`config.mk`:
```
export PLATFORM = sky130hd
export DESIGN_NAME = spi_flag_ctrl
export DESIGN_NICKNAME = d
export VERILOG_FILES = /design/src/rtl/spi_flag_pkg.sv /design/src/rtl/spi_sck_gen.sv /design/src/rtl/spi_shift_core.sv /design/src/rtl/spi_flag_regs.sv /design/src/rtl/spi_flag_ctrl.sv
export SDC_FILE = /design/constraint.sdc
export NUM_CORES = 1
export LEC_CHECK = 0
export BUFFER_PORTS_ARGS = -buffer_cell sky130_fd_sc_hd__buf_2
export CAP_MARGIN = 20
export CORE_UTILIZATION = 58
export CTS_BUF_LIST = sky130_fd_sc_hd__clkbuf_8
export DETAILED_ROUTE_END_ITERATION = 7
export GPL_TIMING_DRIVEN = 1
export PLACE_DENSITY = 0.94
export SLEW_MARGIN = 15
export SYNTH_ARGS = -nofsm -noshare
export SYNTH_HDL_FRONTEND = slang
export SYNTH_SLANG_ARGS = --single-unit
export TNS_END_PERCENT = 20
```
`constraint.sdc`:
```
create_clock -name clk -period 1.5 [get_ports clk]
set_input_delay 0.075 -clock clk [delete_from_list [all_inputs] [get_ports clk]]
set_output_delay 0.075 -clock clk [all_outputs]
set_load 0.01 [all_outputs]
```
`src/rtl/spi_flag_pkg.sv`:
```
package spi_flag_pkg;
  localparam logic [1:0] A_CTRL = 2'd0;
  localparam logic [1:0] A_STAT = 2'd1;
  localparam logic [1:0] A_DATA = 2'd2;

  // control bit positions
  localparam int C_IE     = 7;
  localparam int C_MST    = 4;
  localparam int C_SSLVL  = 2;
  localparam int C_SSDIR  = 1;
  localparam int C_SSAUTO = 0;
  localparam logic [7:0] CTRL_MASK = 8'h97;

  // flag indices inside the flag vector
  localparam int NFLAG   = 3;
  localparam int F_DONE  = 0;
  localparam int F_COLL  = 1;
  localparam int F_FAULT = 2;

  // status bit positions
  localparam int S_DONE  = 7;
  localparam int S_COLL  = 6;
  localparam int S_FAULT = 4;
endpackage

```
`src/rtl/spi_sck_gen.sv`:
```
module spi_sck_gen #(
  parameter int HALF_DIV = 2
) (
  input  logic clk,
  input  logic rst_n,
  input  logic run,
  output logic sck,
  output logic rise_tick,
  output logic fall_tick
);
  localparam int CW = (HALF_DIV > 1) ? $clog2(HALF_DIV) : 1;
  localparam logic [CW-1:0] CNT_TOP = CW'(HALF_DIV - 1);

  logic [CW-1:0] cnt_q, cnt_d;
  logic          sck_q, sck_d;
  logic          tick;

  assign tick      = run && (cnt_q == CNT_TOP);
  assign rise_tick = tick && !sck_q;
  assign fall_tick = tick && sck_q;
  assign sck       = sck_q;

  always_comb begin
    cnt_d = cnt_q;
    sck_d = sck_q;
    if (!run) begin
      cnt_d = '0;
      sck_d = 1'b0;
    end else if (tick) begin
      cnt_d = '0;
      sck_d = !sck_q;
    end else begin
      cnt_d = cnt_q + 1'b1;
    end
  end

  always_ff @(posedge clk or negedge rst_n) begin
    if (!rst_n) begin
      cnt_q <= '0;
      sck_q <= 1'b0;
    end else begin
      cnt_q <= cnt_d;
      sck_q <= sck_d;
    end
  end
endmodule

```
`src/rtl/spi_shift_core.sv`:
```
module spi_shift_core #(
  parameter int WIDTH = 8
) (
  input  logic             clk,
  input  logic             rst_n,
  input  logic             start,
  input  logic [WIDTH-1:0] tx_byte,
  input  logic             abort,
  input  logic             rise_tick,
  input  logic             fall_tick,
  input  logic             miso,
  output logic             mosi,
  output logic             busy,
  output logic             done,
  output logic [WIDTH-1:0] rx_byte
);
  localparam int BW = $clog2(WIDTH);
  localparam logic [BW-1:0] LAST_BIT = BW'(WIDTH - 1);

  logic [WIDTH-1:0] sh_q, sh_d, rx_q, rx_d;
  logic [BW-1:0]    bit_q, bit_d;
  logic             busy_q, busy_d;
  logic             samp_q, samp_d;

  assign done    = busy_q && fall_tick && (bit_q == LAST_BIT) && !abort;
  assign busy    = busy_q;
  assign mosi    = sh_q[WIDTH-1];
  assign rx_byte = rx_q;

  always_comb begin
    sh_d   = sh_q;
    rx_d   = rx_q;
    bit_d  = bit_q;
    busy_d = busy_q;
    samp_d = samp_q;
    if (abort) begin
      busy_d = 1'b0;
      bit_d  = '0;
    end else if (start) begin
      sh_d   = tx_byte;
      bit_d  = '0;
      busy_d = 1'b1;
    end else if (busy_q) begin
      if (rise_tick) samp_d = miso;
      if (fall_tick) begin
        sh_d  = {sh_q[WIDTH-2:0], samp_q};
        bit_d = bit_q + 1'b1;
        if (bit_q == LAST_BIT) begin
          busy_d = 1'b0;
          rx_d   = {sh_q[WIDTH-2:0], samp_q};
        end
      end
    end
  end

  always_ff @(posedge clk or negedge rst_n) begin
    if (!rst_n) begin
      sh_q   <= '0;
      rx_q   <= '0;
      bit_q  <= '0;
      busy_q <= 1'b0;
      samp_q <= 1'b0;
    end else begin
      sh_q   <= sh_d;
      rx_q   <= rx_d;
      bit_q  <= bit_d;
      busy_q <= busy_d;
      samp_q <= samp_d;
    end
  end
endmodule

```
`src/rtl/spi_flag_regs.sv`:
```
module spi_flag_regs #(
  parameter int NF = 3
) (
  input  logic          clk,
  input  logic          rst_n,
  input  logic          stat_rd,
  input  logic [NF-1:0] set_ev,
  input  logic [NF-1:0] clr_ev,
  output logic [NF-1:0] flag
);
  logic [NF-1:0] flag_q, flag_d, arm_q, arm_d;

  for (genvar i = 0; i < NF; i++) begin : g_flag
    logic clr_fire;
    assign clr_fire = arm_q[i] && clr_ev[i];
    always_comb begin
      flag_d[i] = set_ev[i] || (flag_q[i] && !clr_fire);
      arm_d[i]  = flag_d[i] && ((arm_q[i] && !clr_fire) || (stat_rd && flag_q[i]));
    end
  end

  assign flag = flag_q;

  always_ff @(posedge clk or negedge rst_n) begin
    if (!rst_n) begin
      flag_q <= '0;
      arm_q  <= '0;
    end else begin
      flag_q <= flag_d;
      arm_q  <= arm_d;
    end
  end
endmodule

```
`src/rtl/spi_flag_ctrl.sv`:
```
module spi_flag_ctrl
  import spi_flag_pkg::*;
#(
  parameter int HALF_DIV = 2
) (
  input  logic       clk,
  input  logic       rst_n,
  input  logic [1:0] bus_addr,
  input  logic       bus_rd,
  input  logic       bus_wr,
  input  logic [7:0] bus_wdata,
  output logic [7:0] bus_rdata,
  output logic       irq,
  output logic       sck_o,
  output logic       sck_oe,
  output logic       mosi_o,
  output logic       mosi_oe,
  input  logic       miso_i,
  input  logic       ss_i,
  output logic       ss_o,
  output logic       ss_oe
);
  logic [1:0]       rsync_q;
  logic             rst_core_n;
  logic [7:0]       ctrl_q, ctrl_d;
  logic             ctrl_wr, stat_rd, data_acc, data_wr;
  logic             fault_set, start, busy, done, shift_mosi;
  logic             sck, rise_tick, fall_tick;
  logic [7:0]       rx_byte, status;
  logic [NFLAG-1:0] set_ev, clr_ev, flg;

  // reset: asserted at once, released through two stages
  always_ff @(posedge clk or negedge rst_n) begin
    if (!rst_n) rsync_q <= 2'b00;
    else        rsync_q <= {rsync_q[0], 1'b1};
  end
  assign rst_core_n = rsync_q[1];

  assign ctrl_wr  = bus_wr && (bus_addr == A_CTRL);
  assign stat_rd  = bus_rd && (bus_addr == A_STAT);
  assign data_wr  = bus_wr && (bus_addr == A_DATA);
  assign data_acc = (bus_rd || bus_wr) && (bus_addr == A_DATA);

  assign fault_set = ctrl_q[C_MST] && !ctrl_q[C_SSDIR] && !ss_i;
  assign start     = data_wr && !busy && ctrl_q[C_MST] && !fault_set;

  always_comb begin
    ctrl_d = ctrl_q;
    if (ctrl_wr)   ctrl_d = bus_wdata & CTRL_MASK;
    if (fault_set) ctrl_d[C_MST] = 1'b0;
  end

  always_ff @(posedge clk or negedge rst_core_n) begin
    if (!rst_core_n) ctrl_q <= '0;
    else             ctrl_q <= ctrl_d;
  end

  spi_sck_gen #(.HALF_DIV(HALF_DIV)) u_sck (
    .clk(clk), .rst_n(rst_core_n), .run(busy),
    .sck(sck), .rise_tick(rise_tick), .fall_tick(fall_tick)
  );

  spi_shift_core #(.WIDTH(8)) u_shift (
    .clk(clk), .rst_n(rst_core_n), .start(start), .tx_byte(bus_wdata),
    .abort(fault_set), .rise_tick(rise_tick), .fall_tick(fall_tick),
    .miso(miso_i), .mosi(shift_mosi), .busy(busy), .done(done),
    .rx_byte(rx_byte)
  );

  always_comb begin
    set_ev          = '0;
    clr_ev          = '0;
    set_ev[F_DONE]  = done;
    set_ev[F_COLL]  = data_wr && busy;
    set_ev[F_FAULT] = fault_set;
    clr_ev[F_DONE]  = data_acc;
    clr_ev[F_COLL]  = data_acc;
    clr_ev[F_FAULT] = ctrl_wr;
  end

  spi_flag_regs #(.NF(NFLAG)) u_flags (
    .clk(clk), .rst_n(rst_core_n), .stat_rd(stat_rd),
    .set_ev(set_ev), .clr_ev(clr_ev), .flag(flg)
  );

  always_comb begin
    status          = '0;
    status[S_DONE]  = flg[F_DONE];
    status[S_COLL]  = flg[F_COLL];
    status[S_FAULT] = flg[F_FAULT];
    case (bus_addr)
      A_CTRL:  bus_rdata = ctrl_q;
      A_STAT:  bus_rdata = status;
      A_DATA:  bus_rdata = rx_byte;
      default: bus_rdata = '0;
    endcase
  end

  assign irq     = flg[F_DONE] && ctrl_q[C_IE];
  assign sck_oe  = ctrl_q[C_MST];
  assign sck_o   = sck;
  assign mosi_oe = ctrl_q[C_MST];
  assign mosi_o  = shift_mosi;
  assign ss_oe   = ctrl_q[C_SSDIR];
  assign ss_o    = ctrl_q[C_SSAUTO] ? !busy : ctrl_q[C_SSLVL];
endmodule

```
==> results of run 1 <==
-- cell usage in the layout, fill, tap and decap left out, types with 2 or more instances in the layout --
cell and instances:
sky130_fd_sc_hd__mux2i_1 6, sky130_fd_sc_hd__a211oi_1 8, sky130_fd_sc_hd__nor2_4 2, sky130_fd_sc_hd__and2_1 3, sky130_fd_sc_hd__buf_2 30, sky130_fd_sc_hd__clkbuf_8 7
sky130_fd_sc_hd__nor3b_4 2, sky130_fd_sc_hd__a22o_1 2, sky130_fd_sc_hd__nand2_1 6, sky130_fd_sc_hd__a211oi_2 8, sky130_fd_sc_hd__and3_1 3, sky130_fd_sc_hd__o211ai_1 5
sky130_fd_sc_hd__o21ai_0 5, sky130_fd_sc_hd__a21o_1 3, sky130_fd_sc_hd__a32o_1 2, sky130_fd_sc_hd__o32ai_1 8, sky130_fd_sc_hd__mux2_2 7, sky130_fd_sc_hd__buf_4 12
sky130_fd_sc_hd__dfrtp_2 2, sky130_fd_sc_hd__dfrtp_1 34, sky130_fd_sc_hd__inv_1 2, sky130_fd_sc_hd__mux2_4 7, sky130_fd_sc_hd__a21oi_1 3, sky130_fd_sc_hd__nor2_1 16
-- power groups by stage --
stage | Clock [mW] | Sequential, mW | Combinational (mW)
floorplan | 0 | 1.42 | 0.621
global placement | 0 | 1.46 | 0.803
detailed placement | 0 | 1.50 | 0.853
CTS | 0.943 | 1.49 | 0.862
global route | 0.972 | 1.54 | 0.983
finish | 0.946 | 1.51 | 0.904
-- Yosys cell counts (2+ instances only) --
cell type / number / area (um^2)
sky130_fd_sc_hd__inv_1: 2 / 7.51
sky130_fd_sc_hd__a22o_1: 2 / 17.5
sky130_fd_sc_hd__ha_1: 2 / 25.0
sky130_fd_sc_hd__nand2b_1: 2 / 12.5
sky130_fd_sc_hd__nor2b_1: 2 / 12.5
sky130_fd_sc_hd__o211ai_1: 5 / 37.5
sky130_fd_sc_hd__nand2_1: 6 / 22.5
sky130_fd_sc_hd__a32o_1: 2 / 20.0
sky130_fd_sc_hd__a21oi_1: 3 / 15.0
sky130_fd_sc_hd__o21ai_0: 5 / 25.0
sky130_fd_sc_hd__mux2_2: 14 / 158
sky130_fd_sc_hd__nor3b_4: 2 / 37.5
sky130_fd_sc_hd__a211oi_1: 8 / 60.1
sky130_fd_sc_hd__a21o_1: 3 / 22.5
sky130_fd_sc_hd__nor2_1: 16 / 60.1
sky130_fd_sc_hd__buf_2: 6 / 30.0
sky130_fd_sc_hd__dfrtp_1: 36 / 901
sky130_fd_sc_hd__and2_1: 3 / 18.8
sky130_fd_sc_hd__buf_4: 3 / 22.5
sky130_fd_sc_hd__clkbuf_1: 2 / 7.51
sky130_fd_sc_hd__and3_1: 3 / 18.8
sky130_fd_sc_hd__a211oi_2: 8 / 100
sky130_fd_sc_hd__mux2i_1: 6 / 60.1
sky130_fd_sc_hd__o32ai_1: 8 / 70.1
-- flip-flops by register name (all words and copies together), names as in the netlist --
name / cells
u_shift.samp_q: 1
u_shift.sh_q: 8
u_sck.sck: 1
ctrl_q: 5
u_shift.bit_q: 3
u_flags.arm_q: 3
rsync_q: 2
u_flags.flag: 3
u_shift.rx_byte: 8
u_shift.busy: 1
u_sck.cnt_q: 1
-- routing by layer --
layer / GRT usage [%] / part of all wire, %
met5: 0 / 0
met4: 9.86 / 2.9
met3: 7.42 / 6.6
met2: 45.9 / 50
met1: 39.2 / 41
-- stage by stage --
stage / utilization, % / std cells / cell area (um^2) / worst slack, ns / power, mW
after CTS: 72.5 / 244 / 2230 / -0.0817 / 3.29
after global placement: 67.9 / 235 / 2090 / 0.00865 / 2.27
after global routing: 75.0 / 248 / 2310 / -0.246 / 3.49
after detailed placement: 67.9 / 235 / 2090 / -0.0761 / 2.35
final: 75.0 / 248 / 2310 / -0.167 / 3.36
after floorplan: - / 165 / 1910 / 0.0103 / 2.04
-- what timing repair did --
action | CTS | global route
endpoints found under the hold margin | 2 | 0
pin swaps | 1 | 4
gates resized for setup | 2 | 13
cloned | 0 | 1
setup buffers | 0 | 3
hold buffers | 1 | 0
endpoints found under the setup margin | 17 | 16
-- worst paths after layout --
path                       slack [ns]  depth (start not counted)        startpoint            endpoint
max in group asynchronous        0.90                          1        rsync_q[1]        u_shift.busy
min reg2reg                      0.27                          1        rsync_q[1]     u_shift.sh_q[7]
max reg2reg                     -0.17                          6  u_shift.bit_q[1]  u_shift.rx_byte[6]
min in group asynchronous        0.09                          2             rst_n          rsync_q[1]
max                             -0.17                          6  u_shift.bit_q[1]  u_shift.rx_byte[6]
min                              0.02                          2      bus_wdata[1]           ctrl_q[1]
-- cells by family after synthesis --
family          Yosys count
compound gates           48
simple gates             42
flops                    36
mux                      20
buf+inv                  15
fa+ha+maj                 2
other cells               1
xor+xnor                  1
-- worst register-to-register path: stages, from the launching register on --
cell                      delay [ns]
sky130_fd_sc_hd__dfrtp_1        0.37
sky130_fd_sc_hd__ha_2           0.20
sky130_fd_sc_hd__ha_4           0.12
sky130_fd_sc_hd__nand4_1        0.16
sky130_fd_sc_hd__buf_4          0.21
sky130_fd_sc_hd__nor2_4         0.17
sky130_fd_sc_hd__mux2_4         0.33
-- cell type report --
class	count	share of cell area (%)
Sequential cell	36	39.1
Clock inverter	1	1.30
Multi-Input combinational cell	115	41.9
Timing Repair Buffer	43	10.8
Tap cell	44	2.38
Clock buffer	7	4.17
Inverter	2	0.325
==> run summary, run 1 <==
The clock net in this run drives a total of 36 sinks. The sequential fraction of the synthesis area is 47.2%. The number of nets in the final layout is 221.

Once detail routing completed, the nets flagged for antenna violations numbered 0. By area, the combinational part of the netlist is dominated by compound AO/OA/AOI/OAI gates. The die outline width is 59.4 um.

The delay of the slowest critical-path stage is 0.37 ns. The final clock skew came out at 0.00620 ns. The tree is rooted in a sky130_fd_sc_hd__clkbuf_8. The power per standard cell area came out at 1450 nW/um^2.

The highest ir drop seen on vdd came out at 1.03 mV. For the worst setup path, the data required time is 1.68 ns. The start-to-end type of the worst setup path is register to register. The overall fraction of global-route tracks in use came out at 29.2%. The detailed-router iteration count before antenna repair came out at 4.

The worst endpoint data arrival time came out at 1.85 ns. The number of register bits inferred by synthesis came out at 36. The worst setup path is captured at a register.

Routability-driven placement finished with a final weighted congestion of 0.835. The final reports fail on negative setup slack. The number of antenna violations at the first check in global routing is 0. TritonCTS built the clock tree. After filler insertion, the fill cell instance count of the layout stands at 215. Synthesis produced a netlist whose cell count is 165. The total overflow left after global routing is 0. The first global-routing pass estimated 7250 um of wire. The mean instance size in the synthesized netlist is 11.6 um^2. The register clock-pin slew on the reported worst setup and hold paths came out at 0.07 ns.

The peak clock frequency supported by timing is 0.600 GHz. The warning count from the yosys run came out at 0. Along the worst path, the maximum fanout reaches 4. Setup repair after global routing could not meet its margin everywhere. The synthesized-area fraction occupied by adder cells is 1.31%. The sum of buffers and inverters on the critical path is 1.

In this run, the combinational gates consume 26.9% of the power. The I/O pin count is 31. The most used flip-flop cell after synthesis is sky130_fd_sc_hd__dfrtp_1. The flow ran to the end, but the final reports show violations. The cell-internal power is 2.23 mW. The final-report max-slew violation count came out at 0.

The area of the die is 3530 um^2. The remaining routing DRC violations came out at 0. The share of final-layout standard cells stronger than drive strength 1 is 40.7%. The effective utilization at floorplan is 62.0%. The violation count after the first detailed-route iteration is 132. When the netlist entered floorplanning its net count stood at 183. The sum of routed wire length over all layers came out at 4980 um.

The H-tree depth came out at 2. Summed over all nets, the switching power comes to 1.13 mW. After detailed routing, the average wire length per cell comes to 20.1 um. The number of vias per cell after detailed routing came out at 6.36. The number of global-route vias before repair is 1,438.

The HPWL after detailed placement is 3230 um. The xor/xnor cell area share of the yosys netlist is 0.459%. The area added between synthesis and finish came out at 21.0%. Grouping stages by cell kind, the critical path spends the most delay in flip-flops.

The die is 59.4 um tall. The mux share of post-synthesis cell area came out at 11.4%. The simple-gate area share of the yosys netlist is 13.4%. The number of max-cap violations came out at 0.

After layout, the minimum clock period comes to 1.67 ns. The placeable core region came out at 3080 um^2. Of the total power, registers draw 45.0%.

The share of flip-flops with an asynchronous set or reset after synthesis came out at 100%. The number of buffer cells added on primary ports came out at 30. The via total after detailed routing came out at 1,578. In this run the deepest clock path goes through 2 buffers.

Of the available clock period, the critical path in the final layout requires 111%. The type of the most critical hold path is input pin to register. The number of diodes came out at 0. The final-layout worst hold slack came out at 0.0240 ns. The part of the power in the clock network came out at 28.1%. The number of CTS-inserted buffers came out at 5. The worst setup path is launched from a register. The area of all sequential standard cells came out at 903 um^2. The post-synthesis compound-gate area fraction is 20.9%.

The area of the mapped netlist is 1910 um^2. The share of total power consumed by net switching came out at 33.6%. The count of flip-flops with a built-in enable after synthesis is 0.

The area of the multi-input gates came out at 967 um^2. The count of different cell masters after synthesis is 40. The final hold violation count is 0. For this design, the slowest cell found on the critical path is sky130_fd_sc_hd__dfrtp_1. The cell leakage power came out at 1.08 nW.

The largest net degree at the start of global routing came out at 35. Setup violations remaining at the end of the flow were counted as 10. The clock latency on the worst-skew pair came out at 0.30 ns. Adding up every negative setup slack in the final design gives -1.01 ns. The number of placement rows is 20. The final critical-path setup slack came out at -0.167 ns. The signal on the critical path passes through ha_2 -> ha_4 -> nand4_1 -> buf_4 -> nor2_4 -> mux2_4.
Power figures use the tool's default switching activity.
==> inputs of run 2 (changes only) <==
Settings changed: SKIP_LAST_GASP from default to 1.
==> run summary, run 2 (synthesis results as in run 1) <==
Outcome: finished with violations (unchanged). The CTS tree is done (unchanged). The largest net degree at the start of global routing was 35 (unchanged). The last weighted congestion value of the routability-driven placer came to 0.835 (unchanged). The detailed-router iteration count before antenna repair is 4 (unchanged). The share of total power in sequential cells came out at 45.2% (was 45.0%).

The remaining routing DRC violations is 0 (unchanged). Commonest cells after routing, fill and taps aside: 36 x sky130_fd_sc_hd__dfrtp_1, 30 x sky130_fd_sc_hd__buf_2, 16 x sky130_fd_sc_hd__nor2_1 (was 34 x sky130_fd_sc_hd__dfrtp_1, 30 x sky130_fd_sc_hd__buf_2, 16 x sky130_fd_sc_hd__nor2_1). The final total power is 3.30 mW (was 3.36 mW).

The buffer cell driving the clock tree root is sky130_fd_sc_hd__clkbuf_8 (unchanged). The H-tree depth is 2 (unchanged). RSZ-0062 raised after global routing: yes (unchanged). The worst endpoint data arrival time came to 1.77 ns (was 1.85 ns). The violation count after the first detailed-route iteration was 152 (was 132). The cell type group with the largest total delay on the critical path is simple AND/OR/NAND/NOR gates (was flip-flops). The I/O pin count came out at 31 (unchanged).

The part of the cycle the worst path needs is 106% (was 111%). The summed negative setup slack over all endpoints was -0.727 ns (was -1.01 ns). The share of power burned in combinational logic is 26.2% (was 26.9%). The number of vias per cell after detailed routing is 6.30 (was 6.36). The area of the die is 3530 um^2 (unchanged). The endpoint kind of the worst setup timing path is a register (unchanged). The area added between synthesis and finish came out at 16.8% (was 21.0%).

The HPWL after detailed placement is 3230 um (unchanged). The final standard cell utilization of the core came out at 72.4% (was 75.0%). The maximum root-to-sink buffer count came to 2 (unchanged). The vertical die dimension came out at 59.4 um (unchanged). The via total after detailed routing is 1,536 (was 1,578). The number of placement rows is 20 (unchanged). The number of sinks driven by the clock tree is 36 (unchanged).

The power spent charging and discharging nets is 1.09 mW (was 1.13 mW). The register clock-pin slew on the reported worst setup and hold paths came to 0.07 ns (about the same). Violations in the final reports: negative setup slack (unchanged). The placeable core region came to 3080 um^2 (unchanged). The final-report max-slew violation count was 0 (unchanged). The worst path required time was 1.68 ns (about the same). The type of the most critical hold path is input pin to register (unchanged). The final setup violation count came out at 10 (unchanged). The final critical path time including I/O delays and setup was 1.59 ns (was 1.67 ns). The highest ir drop seen on vdd came out at 1.03 mV (about the same). The number of global-route vias before repair is 1,438 (unchanged).

The number of antenna violations at the first check in global routing is 0 (unchanged). The share of final-layout standard cells stronger than drive strength 1 is 37.0% (was 40.7%). The start-to-end type of the worst setup path is register to register (unchanged). The first-pass GRT wire length came out at 7250 um (unchanged). The pre-CTS setup slack came out at -0.0761 ns (unchanged). The final antenna-violating net count is 0 (unchanged). The most common cell after layout, fill and taps aside was sky130_fd_sc_hd__dfrtp_1 (unchanged). The part of the power in the clock network came out at 28.6% (was 28.1%). The total grt overflow is 0 (unchanged). The power per standard cell area is 1480 nW/um^2 (was 1450 nW/um^2). The cell leakage power is 1.06 nW (was 1.08 nW). The final critical-path setup slack came out at -0.0924 ns (was -0.167 ns). The number of buffer cells added on primary ports came out at 30 (unchanged). The number of CTS-inserted buffers is 5 (unchanged). The slowest cell on the critical path is sky130_fd_sc_hd__mux2_2 (was sky130_fd_sc_hd__dfrtp_1). The final clock skew came to 0.00825 ns (was 0.00620 ns). Counting stages on the worst path, the most repeated cell is sky130_fd_sc_hd__ha_1.

The final hold violation count came out at 0 (unchanged). The share of total power consumed by net switching is 33.1% (was 33.6%). The number of max-cap violations came out at 0 (unchanged). The overall fraction of global-route tracks in use is 29.2% (unchanged). The largest driver fanout on the critical path is 9 (was 4). The delay of the slowest critical-path stage is 0.38 ns (was 0.37 ns).

The sum of routed wire length over all layers came out at 4570 um (was 4980 um). Sequence of cells on the critical path: ha_1 -> ha_1 -> nand4_1 -> nor2_4 -> mux2_2 (was ha_2 -> ha_4 -> nand4_1 -> buf_4 -> nor2_4 -> mux2_4). The post-CTS setup repair buffer count is 0 (unchanged). The sum of buffers and inverters on the critical path came to 0 (was 1). The effective utilization at floorplan came out at 62.0% (unchanged).

The number of diodes came out at 0 (unchanged). The routed wirelength normalized by instance count is 18.7 um (was 20.1 um). The element type at the critical path start was a register (unchanged).

The clock latency on the worst-skew pair is 0.30 ns (about the same). The peak clock frequency supported by timing came out at 0.628 GHz (was 0.600 GHz). The die outline width came out at 59.4 um (unchanged).

The cell-internal power is 2.21 mW (was 2.23 mW). The number of nets in the final layout came out at 217 (was 221).
run 2: worst paths after layout:
check	from	to	slack (ns)	cells after the start
min	miso_i	u_shift.samp_q	0.02	2
max reg2reg	u_shift.bit_q[0]	u_shift.rx_byte[2]	-0.09	5
min reg2reg	rsync_q[1]	u_shift.sh_q[7]	0.27	1
min in group asynchronous	rst_n	rsync_q[1]	0.09	2
max in group asynchronous	rsync_q[1]	u_shift.sh_q[4]	0.92	1
max	u_shift.bit_q[0]	u_shift.rx_byte[2]	-0.09	5
run 2: power by group through the flow:
stage,Clock (mW),Sequential (mW),Combinational (mW)
CTS,0.943,1.48,0.862
finish,0.943,1.49,0.866
detailed placement,0,1.50,0.853
global placement,0,1.46,0.803
floorplan,0,1.42,0.621
global route,0.973,1.52,0.943
run 2: metrics by stage:
step                      hold slack (ns)  std cells  area [um^2]
after detailed placement           -0.139        235         2090
after global routing               0.0171        244         2230
after floorplan                    -0.221        165         1910
after CTS                          0.0184        244         2230
after global placement             -0.141        235         2090
final                              0.0214        244         2230
run 2: layout make-up:
class	instances	area (um^2)
multi-input combinational	114	912
sequential	36	901
fill	235	848
timing repair buffer	40	228
clock buffer	7	96.3
tap	44	55.1
clock inverter	1	30.0
inverter	2	7.51
run 2: per-layer routing:
layer | global-route usage (%) | up-vias | part of all wire [%] | wire length (um)
met5 | 0 | - | 0 | 0
met4 | 9.86 | 0 | 1.5 | 70
met3 | 7.42 | 10 | 6.7 | 307
met2 | 45.9 | 73 | 50 | 2300
met1 | 39.2 | 769 | 41 | 1900
li1 | - | 684 | - | -
run 2: worst reg2reg max path: cells and delay by family, from the launching register on:
kind / cells / cell delay [ns]
adders and majority gates: 2 / 0.29
DFF: 1 / 0.37
muxes: 1 / 0.38
and+or+nand+nor: 2 / 0.45
run 2: repair_timing:
item / CTS / global route
resized for setup: 1 / 0
setup endpoints to repair: 17 / 18
hold endpoints to repair: 2 / 0
hold buffers: 1 / 0
==> inputs of run 3 (changes only) <==
Settings changed: PLACE_DENSITY 0.94 to 0.79.
==> run summary, run 3 (synthesis results as in run 1) <==
The number of CTS-inserted buffers is 5 (unchanged). The pre-CTS setup slack came out at -0.0688 ns (was -0.0761 ns). The register-to-register setup slack is -0.07 ns (was -0.09 ns).

The final standard cell utilization of the core is 71.8% (was 72.4%). The share of total power consumed by net switching came out at 34.7% (was 33.1%). The sum of routed wire length over all layers was 4350 um (was 4570 um). The capture point of the worst reg-to-reg path is u_shift.rx_byte[1] (was u_shift.rx_byte[2]). The type of the most critical hold path is input pin to register (unchanged). The cell repeated most along the worst path is sky130_fd_sc_hd__ha_1 (unchanged). RSZ-0062 raised after global routing: yes (unchanged). The part of the power in the clock network is 20.7% (was 28.6%). The number of placement rows is 20 (unchanged). The final-layout worst hold slack is 0.0398 ns (was 0.0214 ns). The final hold violation count came out at 0 (unchanged).

The largest net degree at the start of global routing is 35 (unchanged). Violations in the final reports: negative setup slack (unchanged). The highest ir drop seen on vdd is 0.955 mV (was 1.03 mV).

The maximum root-to-sink buffer count is 2 (unchanged). The start-to-end type of the worst setup path is register to register (unchanged). The H-tree depth came out at 2 (unchanged). The area added between synthesis and finish was 15.8% (was 16.8%).

The number of global-route vias before repair was 1,425 (was 1,438). The number of vias per cell after detailed routing is 6.08 (was 6.30). The final-report max-slew violation count is 0 (unchanged).

The slowest cell on the critical path is sky130_fd_sc_hd__dfrtp_1 (was sky130_fd_sc_hd__mux2_2). The number of antenna violations at the first check in global routing came out at 0 (unchanged). The register clock-pin slew on the reported worst setup and hold paths came to 0.07 ns (about the same). The detailed-router iteration count before antenna repair is 5 (was 4). The number of nets in the final layout came to 221 (was 217). The launch instance of the worst register-to-register path is u_shift.bit_q[1] (was u_shift.bit_q[0]). The instance count after placement with tap cells included came out at 236 (was 235). The worst path required time came out at 1.67 ns (was 1.68 ns).

The final clock skew is 0.00344 ns (was 0.00825 ns). The total grt overflow came to 0 (unchanged). The violation count after the first detailed-route iteration is 62 (was 152).

The area of the die was 3530 um^2 (unchanged). The final critical path time including I/O delays and setup is 1.57 ns (was 1.59 ns). The sum of buffers and inverters on the critical path is 0 (unchanged). The last weighted congestion value of the routability-driven placer was 0.768 (was 0.835). Outcome: finished with violations (unchanged). The part of the cycle the worst path needs is 105% (was 106%).

The share of total power in sequential cells came out at 49.6% (was 45.2%). The final setup violation count came out at 14 (was 10). The I/O pin count was 31 (unchanged). The buffer cell driving the clock tree root is sky130_fd_sc_hd__clkbuf_8 (unchanged). The delay of the slowest critical-path stage came out at 0.36 ns (was 0.38 ns). The summed negative setup slack over all endpoints is -0.544 ns (was -0.727 ns). The tightest slew margin relative to the limit is 53.6%.

The overall fraction of global-route tracks in use came to 28.0% (was 29.2%). The cell type group with the largest total delay on the critical path was simple AND/OR/NAND/NOR gates (unchanged). Sequence of cells on the critical path: ha_1 -> ha_1 -> nand4_1 -> nor2_2 -> mux2_2 (was ha_1 -> ha_1 -> nand4_1 -> nor2_4 -> mux2_2). The power spent charging and discharging nets is 1.04 mW (was 1.09 mW). The share of power burned in combinational logic is 29.7% (was 26.2%).

The endpoint kind of the worst setup timing path was a register (unchanged). The via total after detailed routing came to 1,502 (was 1,536). The most common cell after layout, fill and taps aside is sky130_fd_sc_hd__dfrtp_1 (unchanged). The number of max-cap violations is 0 (unchanged). The number of diodes is 0 (unchanged).

The routed wirelength normalized by instance count was 17.6 um (was 18.7 um). The number of sinks driven by the clock tree came out at 36 (unchanged). The final critical-path setup slack came out at -0.0681 ns (was -0.0924 ns). The cell-internal power is 1.95 mW (was 2.21 mW). The HPWL after detailed placement is 3090 um (was 3230 um). The number of buffer cells added on primary ports is 30 (unchanged). The final total power came out at 2.99 mW (was 3.30 mW).

The worst endpoint data arrival time came out at 1.74 ns (was 1.77 ns). The remaining routing DRC violations came out at 0 (unchanged). The die outline width came out at 59.4 um (unchanged). Commonest cells after routing, fill and taps aside: 36 x sky130_fd_sc_hd__dfrtp_1, 30 x sky130_fd_sc_hd__buf_2, 16 x sky130_fd_sc_hd__nor2_1 (unchanged). The placeable core region came out at 3080 um^2 (unchanged).

The number of cells on the critical path came to 5 (unchanged). The critical path capture point is u_shift.rx_byte[1] (was u_shift.rx_byte[2]). The worst setup path startpoint is u_shift.bit_q[1] (was u_shift.bit_q[0]).

The final antenna-violating net count came out at 0 (unchanged). The first-pass GRT wire length is 6980 um (was 7250 um). The peak clock frequency supported by timing was 0.638 GHz (was 0.628 GHz).

The vertical die dimension is 59.4 um (unchanged). The share of final-layout standard cells stronger than drive strength 1 came out at 36.9% (was 37.0%). The power per standard cell area is 1350 nW/um^2 (was 1480 nW/um^2).

The post-route standard cell area excluding fillers came out at 2210 um^2 (was 2230 um^2). The effective utilization at floorplan is 62.0% (unchanged). The element type at the critical path start is a register (unchanged). The number of cells in the finished layout apart from fillers was 247 (was 244). The clock latency on the worst-skew pair came out at 0.28 ns (was 0.30 ns). The largest driver fanout on the critical path came out at 4 (was 9).

The cell leakage power came out at 1.06 nW (about the same). The number of cells on the worst reg-to-reg path is 5 (unchanged). The area after detailed placement came out at 2100 um^2 (was 2090 um^2). The transition time at the pin with the least slew margin came out at 0.694 ns. The CTS tree is done (unchanged).
[run 3: cell count changes in the layout (fill, tap and decap cells not counted), sizes merged]
cell    delta
buf        +3
clkbuf     -2
bufinv     -1
clkinv     +1
inv        +1
nor2       +1
[run 3: worst min-delay path by stage]
stage          cells past startpoint             end   start
2_1_floorplan                      0      rsync_q[0]   rst_n
3_3_place_gp                       1      rsync_q[0]   rst_n
3_5_place_dp                       1      rsync_q[0]   rst_n
4_1_cts                            2  u_shift.samp_q  miso_i
5_1_grt                            2  u_shift.samp_q  miso_i
6_report                           2  u_shift.samp_q  miso_i
[run 3: cell type report]
cell class	instances	area (um^2)
multi-input cells	115	920
flip-flops and latches	36	901
fillers	245	867
repair buffers	43	250
clock buffers	5	68.8
well taps	44	55.1
clock inverters	2	8.76
inverters	2	7.51
[run 3: timing repair]
action / CTS / global route
gates resized for setup: 1 / 0
buffers inserted: 2 / 0
cloned: 1 / 0
setup endpoints to repair: 10 / 22
endpoints found under the hold margin: 2 / 0
hold buffers: 1 / 0
[run 3: power groups by stage]
stage	sequential (mW)	combinational, mW	clock, mW
2_1_floorplan	1.42	0.621	0
3_3_place_gp	1.46	0.823	0
3_5_place_dp	1.49	0.866	0
4_1_cts	1.47	0.891	0.631
5_1_grt	1.51	0.975	0.673
6_report	1.48	0.887	0.620
[run 3: layer usage]
metal  wire, um  GRT usage (%)
met5          0              0
met4        107           12.9
met1       1960           36.9
met3        179           6.33
met2       2100           43.8
